## src/rtl/wmark_byte_fifo_pkg.sv

```systemverilog
package wmark_byte_fifo_pkg;

  localparam int LANES = 4;

  typedef struct packed {
    logic       flush;
    logic [2:0] pushCnt;
    logic [2:0] popCnt;
    logic       pushFromEng;
    logic       hostRd;
  } fifoStrobes_t;

endpackage

```

## src/rtl/wmark_byte_fifo_ctrl.sv

```systemverilog
module wmark_byte_fifo_ctrl
  import wmark_byte_fifo_pkg::*;
#(
  parameter int DEPTH = 16,
  parameter int CNT_W = $clog2(DEPTH + 1)
) (
  input  logic               clk,
  input  logic               rstN,
  input  logic               hostValid,
  input  logic               hostWrite,
  input  logic [2:0]         hostSize,
  input  logic               engPush,
  input  logic               engPop,
  input  logic               wmWrite,
  input  logic [31:0]        wmWData,
  input  logic               errClear,
  input  logic [CNT_W-1:0]   count,
  output fifoStrobes_t       st,
  output logic               engPushAck,
  output logic               engPopAck,
  output logic               overrunErr,
  output logic               accessErr,
  output logic               hiFlag,
  output logic               loFlag
);

  logic [CNT_W:0] freeSp;
  logic           sizeOk;
  logic           setOvr;
  logic           setAcc;
  logic [3:0]     wmHi;
  logic [3:0]     wmLo;

  assign freeSp = (CNT_W + 1)'(DEPTH) - {1'b0, count};
  assign sizeOk = (hostSize == 3'd1) || (hostSize == 3'd2) || (hostSize == 3'd4);

  always_comb begin
    st         = '0;
    st.flush   = errClear;
    engPushAck = 1'b0;
    engPopAck  = 1'b0;
    setOvr     = 1'b0;
    setAcc     = 1'b0;
    if (!errClear) begin
      if (hostValid) begin
        if (!sizeOk) begin
          setAcc = 1'b1;
        end else if (hostWrite) begin
          if (int'(hostSize) > int'(freeSp)) begin
            st.pushCnt = 3'(freeSp);
            setOvr     = 1'b1;
          end else begin
            st.pushCnt = hostSize;
          end
        end else begin
          st.hostRd = 1'b1;
          if (int'(hostSize) > int'(count)) begin
            st.popCnt = 3'(count);
            setAcc    = 1'b1;
          end else begin
            st.popCnt = hostSize;
          end
        end
      end else begin
        engPushAck     = engPush && (int'(count) < DEPTH);
        engPopAck      = engPop && (count != '0);
        st.pushCnt     = {2'b00, engPushAck};
        st.popCnt      = {2'b00, engPopAck};
        st.pushFromEng = 1'b1;
      end
    end
  end

  always_ff @(posedge clk) begin
    if (!rstN) begin
      overrunErr <= 1'b0;
      accessErr  <= 1'b0;
    end else if (errClear) begin
      overrunErr <= 1'b0;
      accessErr  <= 1'b0;
    end else begin
      if (setOvr) overrunErr <= 1'b1;
      if (setAcc) accessErr  <= 1'b1;
    end
  end

  always_ff @(posedge clk) begin
    if (!rstN) begin
      wmHi <= 4'hF;
      wmLo <= 4'h0;
    end else if (wmWrite) begin
      wmHi <= wmWData[15:12];
      wmLo <= wmWData[7:4];
    end
  end

  assign hiFlag = int'(count) >= int'(wmHi);
  assign loFlag = int'(count) <= int'(wmLo);

endmodule

```

## src/rtl/wmark_byte_fifo_dpath.sv

```systemverilog
module wmark_byte_fifo_dpath
  import wmark_byte_fifo_pkg::*;
#(
  parameter int DEPTH = 16,
  parameter int PTR_W = $clog2(DEPTH),
  parameter int CNT_W = $clog2(DEPTH + 1)
) (
  input  logic             clk,
  input  logic             rstN,
  input  fifoStrobes_t     st,
  input  logic [31:0]      hostWData,
  input  logic [7:0]       engPushData,
  output logic [CNT_W-1:0] count,
  output logic [31:0]      hostRData,
  output logic [7:0]       engPopData
);

  logic [7:0]       mem [DEPTH];
  logic [PTR_W-1:0] wrPtr;
  logic [PTR_W-1:0] rdPtr;
  logic [31:0]      rdNext;

  genvar g;
  generate
    for (g = 0; g < LANES; g++) begin : g_rdLane
      assign rdNext[8*g +: 8] = (g < int'(st.popCnt)) ? mem[rdPtr + PTR_W'(g)] : 8'h00;
    end
  endgenerate

  always_ff @(posedge clk) begin
    for (int i = 0; i < LANES; i++) begin
      if (i < int'(st.pushCnt)) begin
        mem[wrPtr + PTR_W'(i)] <= st.pushFromEng ? engPushData : hostWData[8*i +: 8];
      end
    end
  end

  always_ff @(posedge clk) begin
    if (!rstN) begin
      wrPtr     <= '0;
      rdPtr     <= '0;
      count     <= '0;
      hostRData <= '0;
    end else if (st.flush) begin
      wrPtr <= '0;
      rdPtr <= '0;
      count <= '0;
    end else begin
      wrPtr <= wrPtr + PTR_W'(st.pushCnt);
      rdPtr <= rdPtr + PTR_W'(st.popCnt);
      count <= count + CNT_W'(st.pushCnt) - CNT_W'(st.popCnt);
      if (st.hostRd) hostRData <= rdNext;
    end
  end

  assign engPopData = mem[rdPtr];

endmodule

```

## src/rtl/wmark_byte_fifo.sv

```systemverilog
module wmark_byte_fifo
  import wmark_byte_fifo_pkg::*;
#(
  parameter int DEPTH = 16
) (
  input  logic        clk,
  input  logic        rstN,
  input  logic        hostValid,
  input  logic        hostWrite,
  input  logic [2:0]  hostSize,
  input  logic [31:0] hostWData,
  output logic [31:0] hostRData,
  input  logic        engPush,
  input  logic [7:0]  engPushData,
  output logic        engPushAck,
  input  logic        engPop,
  output logic [7:0]  engPopData,
  output logic        engPopAck,
  input  logic        wmWrite,
  input  logic [31:0] wmWData,
  input  logic        errClear,
  output logic [31:0] statusWord,
  output logic [31:0] extStatus
);

  localparam int PTR_W = $clog2(DEPTH);
  localparam int CNT_W = $clog2(DEPTH + 1);

  fifoStrobes_t     st;
  logic [CNT_W-1:0] occCount;
  logic             overrunErr;
  logic             accessErr;
  logic             hiFlag;
  logic             loFlag;

  wmark_byte_fifo_ctrl #(.DEPTH(DEPTH), .CNT_W(CNT_W)) u_ctrl (
    .clk        (clk),
    .rstN       (rstN),
    .hostValid  (hostValid),
    .hostWrite  (hostWrite),
    .hostSize   (hostSize),
    .engPush    (engPush),
    .engPop     (engPop),
    .wmWrite    (wmWrite),
    .wmWData    (wmWData),
    .errClear   (errClear),
    .count      (occCount),
    .st         (st),
    .engPushAck (engPushAck),
    .engPopAck  (engPopAck),
    .overrunErr (overrunErr),
    .accessErr  (accessErr),
    .hiFlag     (hiFlag),
    .loFlag     (loFlag)
  );

  wmark_byte_fifo_dpath #(.DEPTH(DEPTH), .PTR_W(PTR_W), .CNT_W(CNT_W)) u_dpath (
    .clk         (clk),
    .rstN        (rstN),
    .st          (st),
    .hostWData   (hostWData),
    .engPushData (engPushData),
    .count       (occCount),
    .hostRData   (hostRData),
    .engPopData  (engPopData)
  );

  assign statusWord = {2'b00, overrunErr, accessErr, 20'h0, 8'(occCount)};
  assign extStatus  = {8'(DEPTH), 14'h0, hiFlag, loFlag, 8'h00};

endmodule

```

## config.mk

```make
export PLATFORM = sky130hd
export DESIGN_NAME = wmark_byte_fifo
export DESIGN_NICKNAME = d
export VERILOG_FILES = /design/src/rtl/wmark_byte_fifo_pkg.sv /design/src/rtl/wmark_byte_fifo_ctrl.sv /design/src/rtl/wmark_byte_fifo_dpath.sv /design/src/rtl/wmark_byte_fifo.sv
export SDC_FILE = /design/constraint.sdc
export NUM_CORES = 1
export LEC_CHECK = 0
export CAP_MARGIN = 0
export CORE_UTILIZATION = 30
export DETAILED_ROUTE_END_ITERATION = 16
export SLEW_MARGIN = 30
export SYNTH_ARGS = -nofsm -noshare
export SYNTH_HDL_FRONTEND = slang
export SYNTH_SLANG_ARGS = --single-unit
```

## constraint.sdc

```tcl
create_clock -name clk -period 8.3 [get_ports clk]
set_clock_uncertainty 0.1 [all_clocks]
set_input_delay 1.66 -clock clk [delete_from_list [all_inputs] [get_ports clk]]
set_output_delay 1.66 -clock clk [all_outputs]
set_load 0.02 [all_outputs]
```

# Word-level counts from Yosys, hierarchy flattened
# Memory sizes are Yosys's and may differ from the RTL's. A register that Yosys moved wholly into a read port is not among the register bits.
# Index checks and enable logic that the tools add are counted.
[op_classes] addsub=11 bitwise=2 n_eq_ne=3 reduce_logical=7 order_cmp=13 mux=42
[op_table] cell="$mux W8" count=9
[op_table] cell="$mux W1" count=26
[op_table] cell="$add A4 B2 Y4 const B" count=4
[op_table] cell="$lt A1 B3 Y1 const A" count=4
[op_table] cell="$lt A2 B3 Y1 const A" count=4
[op_table] cell="$mux W3" count=4
[op_table] cell="$mux W6" count=2
[op_table] cell="$add A4 B1 Y4 const B" count=2
[op_table] cell="$add A4 B3 Y4" count=2
[op_table] cell="$gt A3 B6 Y1" count=1
[op_table] cell="$sub A5 B5 Y6 const A" count=1
[op_table] cell="$add A5 B3 Y5" count=1
[op_table] cell="$ge A5 B4 Y1" count=1
[op_table] cell="$gt A3 B5 Y1" count=1
[op_table] cell="$le A5 B4 Y1" count=1
[op_table] cell="$lt A5 B5 Y1 const B" count=1
[op_table] cell="$reduce_bool A5 Y1" count=1
[op_table] cell="$sub A5 B3 Y5" count=1
[op_table] cell="$mux W4" count=1
[op_table] cell="$eq A3 B1 Y1 const B" count=1
[op_table] cell="$eq A3 B2 Y1 const B" count=1
[op_table] cell="$eq A3 B3 Y1 const B" count=1
[op_table] cell="$logic_and A1 B1 Y1" count=2
[op_table] cell="$logic_or A1 B1 Y1" count=2
[op_table] cell="other kinds (3)" count=4
[word_totals] word_cells=87 regBits=55 ramBits=128 memories=1 input_bits=83
[mem_list] name="u_dpath.mem" words=16 width=8 rd=4 rd_ports_with_merged_regs=1 wr=4 line="wmark_byte_fifo_dpath.sv:18" rtl="logic [7:0] mem [DEPTH];"

# Depth between registers and ports, before layout
[logic_depth] word_depth=10 mapped_depth=19 mapped_depth_nobuf=18

# Cells and area by module
# A second synthesis with hierarchy kept.
[hier_totals] hier_cells=1610 hier_area_um2=15942.8
[modules_own_cells] mod="wmark_byte_fifo_dpath" area_each_um2=14572.7 instances=1 seq_area_each_um2=4744.6 cells_per_inst=1439
[modules_own_cells] mod="wmark_byte_fifo_ctrl" area_each_um2=919.6 instances=1 seq_area_each_um2=200.2 cells_per_inst=110
[modules_own_cells] mod="wmark_byte_fifo" area_each_um2=450.4 instances=1 seq_area_each_um2=0.0 cells_per_inst=61

# Worst setup path before layout
# OpenSTA, ideal clock, no wires.
[synth_timing] kind="input -> register" from="input hostSize[1]" to="register u_dpath.count[4]" path_stages=15 setup_ns=0.128 slack_ns=3.695 t_arrival_ns=4.377 required_ns=8.072 path_cell_list="ha_1 > nor2b_1 > o21a_1 > o211a_1 > buf_6 > mux2_4 > buf_4 > nand2_1 > fa_1 > inv_1 > ha_1 > a21o_1 > a21oi_1 > xnor2_1 > nor2_1"
[synth_via] elab_chain_cells=8
[synth_rtl] element="from (decl)" line="wmark_byte_fifo.sv:10" rtl="input logic [2:0] hostSize,"
[synth_rtl] element="$gt A3 B6 Y1, or another cell as far along" line="wmark_byte_fifo_ctrl.sv:49" rtl="if (int'(hostSize) > int'(freeSp)) begin"
[synth_rtl] element="$mux W3 / $logic_or A1 B1 Y1 (equally long branches)" line="wmark_byte_fifo_ctrl.sv:49, wmark_byte_fifo_ctrl.sv:35"
[synth_rtl] element="$mux W3 / $logic_or A1 B1 Y1 (equally long branches)" line="wmark_byte_fifo_ctrl.sv:48, wmark_byte_fifo_ctrl.sv:35"
[synth_rtl] element="$mux W6 *" line="wmark_byte_fifo_ctrl.sv:46" rtl="if (!sizeOk) begin"
[synth_rtl] element="$mux W6 *" line="wmark_byte_fifo_ctrl.sv:45" rtl="if (hostValid) begin"
[synth_rtl] element="$mux W8 *" line="wmark_byte_fifo_ctrl.sv:44" rtl="if (!errClear) begin"
[synth_rtl] element="$add A5 B3 Y5" line="wmark_byte_fifo_dpath.sv:51" rtl="count <= count + CNT_W'(st.pushCnt) - CNT_W'(st.popCnt);"
[synth_rtl] element="$sub A5 B3 Y5 *" line="wmark_byte_fifo_dpath.sv:51"
[synth_rtl] element="to (signal assigned)" line="wmark_byte_fifo_dpath.sv:51"
[synth_rtl] element="to (decl)" line="wmark_byte_fifo_dpath.sv:13" rtl="output logic [CNT_W-1:0] count,"
# Mark *: on every way between the ends. The rest lies on a longest branch, timed or not.
# A chain may end at the register's enable or synchronous reset.

==> impl_metrics.yaml <==
layout:
  final.fill_count: 5159
  synthToLayoutAreaGrowth_pct: 13.25
  drive_gt1_frac: 0.1819
  final_cell_count_no_fill: 2221
  final_net_count: 1648
  final_common_cell: "nand2_1"
  final_cell_mix: "nand2_1 (170), mux4_2 (160), edfxtp_1 (128)"
  final_core_utilization: 0.3461
placement:
  dp_cells: 2187
  io_buffer_count: 109
  post-dp-hpwl_um: 46820
  place_worst_setup_slack_ns: 2.057
  routabilityCongestion: 0.9852
global_route:
  use_met1: 0.3256
  top_usage_layer: "met1"
  use_met3: 0.05044
  first_global_vias: 12250
  grt_use_total: 0.2213
  grt_max_degree: 57
  grt-ovfl-total: 0
  grt_use_met2: 0.3241
  first_pass_grt_wire_length_um: 86230
  initial_antenna_violation_count: 5
clocking:
  cts_max_path_buffers: 2
  worst_setup_hold_path_clk_slew_ns: 0.07
  clock_h_tree_levels: 4
  hold_bufs_inserted_after_cts: 0
  cts_repair_resize_count: 0
  clk_latency_ns: 0.46
  postCtsSetupBuffers: 0
  clock-root-buffer: "clkbuf_16"
  cts_inserted_buffers: 17
  tritoncts_sinks: 183
  tritoncts_clock_tree: "done"
route:
  route.detailed.drc: 0
  number_of_nets_with_antenna_violations_after_detailed_routing: 0
  detail_route.first_pass.iterations: 5
  finalWirelength_um: 58780
  detail_route.iter0.violations: 1614
  routed_via_density: 5.906
  vias: 13120
  wire_per_inst_um: 26.47
setup_path:
  timing.critical_path.to_type: "register"
  regToRegSetupSlack_ns: 2.98
  cp.arrival_ns: 5.62
  worstSetupStartpointType: "input port"
  path_class: "input port to register"
  worstPathMaxFanout: 25
  timing.critical_path.required_ns: 8.15
synthesis:
  async_flop_share: 0
  synth_area_um2: 15780
  synth_edf_count: 128
  synthesis.instances: 1505
  postSynth.topFlopCell: "edfxtp_1"
  yosys_warnings: 0
  synth_sequential_area_ratio: 0.3135
  ys_ff_latch: 183
  postSynthAreaPerCell_um2: 10.48
  synth_cell_types: 70
power_and_ir_drop:
  p_leak_nw: 6.353
  pwr-share-seq: 0.397
  power.share.combinational: 0.265
  switching_part_of_the_total: 0.3353
  switchingPower_w: 0.0008726
  power.clock.fraction: 0.338
  internal_power_w: 0.001730
  vdd_drop_max_uv: 109.7
  power.density_nw_per_um2: 145.7
floorplanning:
  start_util: 0.3056
  io_pins: 189
  die_area_um2: 53500
  floorplan.die.width_um: 231.3
  placement_rows: 83
  chipHeight_um: 231.3
  placeableCoreArea_um2: 51610
timing:
  max_slew_margin: 0.3885
  fin_tns_setup_ns: 0
  timing_max_transition_violations_final: 0
  timing.final.hold_violations: 0
  finalWorstSetupSlack_ns: 2.521
  final_period_minus_worst_setup_slack_ns: 5.779
  final_min_period_over_clock_period: 0.6963
  final-setup-viol-count: 0
  holdWs_ns: 0.3583
  fmax_mhz: 173.0
  tightestPinTransition_ns: 0.9102
  unrepaired_setup_endpoints_after_global_routing: "no"
run_status:
  status: "finished, final reports clean"
worst_hold_path:
  worstHoldPathType: "register to register"
flow_run:
  max_cap_violations: 0
Yosys cell counts (all sizes together), types with 7 or more instances:
cell type | n | area share
and2 | 19 | 0.0079
inv | 41 | 0.0098
a22oi | 24 | 0.011
a31oi | 7 | 0.0045
o221ai | 33 | 0.019
a21o | 34 | 0.016
nor2 | 113 | 0.027
a211oi | 32 | 0.015
o21ai | 55 | 0.017
nand4 | 8 | 0.0036
ha | 35 | 0.028
o211ai | 87 | 0.043
nand2 | 172 | 0.041
clkbuf | 77 | 0.018
xor2 | 12 | 0.0067
mux2i | 51 | 0.032
xnor2 | 9 | 0.0050
dfxtp | 55 | 0.070
nor3 | 12 | 0.0057
mux4 | 160 | 0.23
nand3 | 30 | 0.012
a21oi | 79 | 0.025
o22ai | 35 | 0.014
o31ai | 7 | 0.0068
nor2b | 35 | 0.014
buf | 110 | 0.046
edfxtp | 128 | 0.24
critical path, stage by stage:
cell and delay [ns]:
clkdlybuf4s50_1 0.67, ha_1 0.31, nor2b_1 0.14, o21a_1 0.17, o211a_1 0.36, o211a_1 0.28, buf_4 0.23, o211a_1 0.31
nand2_2 0.28, and2_1 0.42, nand3_1 0.76
power by group through the flow:
stage	Clock (W)	Combinational (W)	Sequential [W]
global route	0.000931	0.000744	0.00104
finish	0.000880	0.000689	0.00103
floorplan	0	0.000500	0.00104
detailed placement	0	0.000676	0.00105
CTS	0.000892	0.000679	0.00103
global placement	0	0.000667	0.00105
cell families (layout without fill, tap and decap cells):
logic type	count (synthesis)	count (layout)	synth area share
simple gates	409	409	0.1212
compound gates	411	411	0.1844
buf+inv	228	209	0.07424
xor+xnor	21	21	0.01166
other cells	2	57	0.0004761
flops	183	183	0.3135
mux	212	212	0.2617
fa+ha+maj	39	39	0.03284
sequential cells by signal, indices dropped and copies added, names as in the netlist:
register / count
u_ctrl.accessErr: 1
u_dpath.rdPtr: 4
u_ctrl.wmLo: 4
u_dpath.hostRData: 32
u_dpath.wrPtr: 4
u_ctrl.overrunErr: 1
u_dpath.count: 5
u_ctrl.wmHi: 4
u_dpath.mem: 128
final cells by class:
class	instances	area (µm²)	area share
diodes	2	5.005	0.0002802
clock buffers	17	425.4	0.02381
clock inverters	15	219.0	0.01226
inverters	41	153.9	0.008615
multi-input cells	1147	9966	0.5579
flip-flops and latches	183	4951	0.2771
well taps	680	850.8	0.04763
repair buffers	136	1294	0.07242
layer usage:
layer	vias up	share of wire
met3	86	0.11
met2	810	0.43
met1	6429	0.44
met4	0	0.021
li1	5793	-
met5	-	0
through the flow:
stage / power (W) / instance area, µm²
global placement: 0.001720 / 17150
floorplan: 0.001544 / 15970
detailed placement: 0.001730 / 17190
CTS: 0.002605 / 17830
finish: 0.002602 / 17860
global route: 0.002713 / 17860
final timing paths:
| path | startpoint | endpoint | cells past startpoint |
|---|---|---|---|
| hold / removal | u_dpath.hostRData[21] | u_dpath.hostRData[21] | 2 |
| hold reg to reg | u_dpath.hostRData[21] | u_dpath.hostRData[21] | 2 |
| setup / recovery | hostSize[1] | u_dpath.mem[5][2] | 11 |
| setup reg to reg | u_dpath.count[0] | u_dpath.mem[5][2] | 13 |
Power figures use the tool's default switching activity.
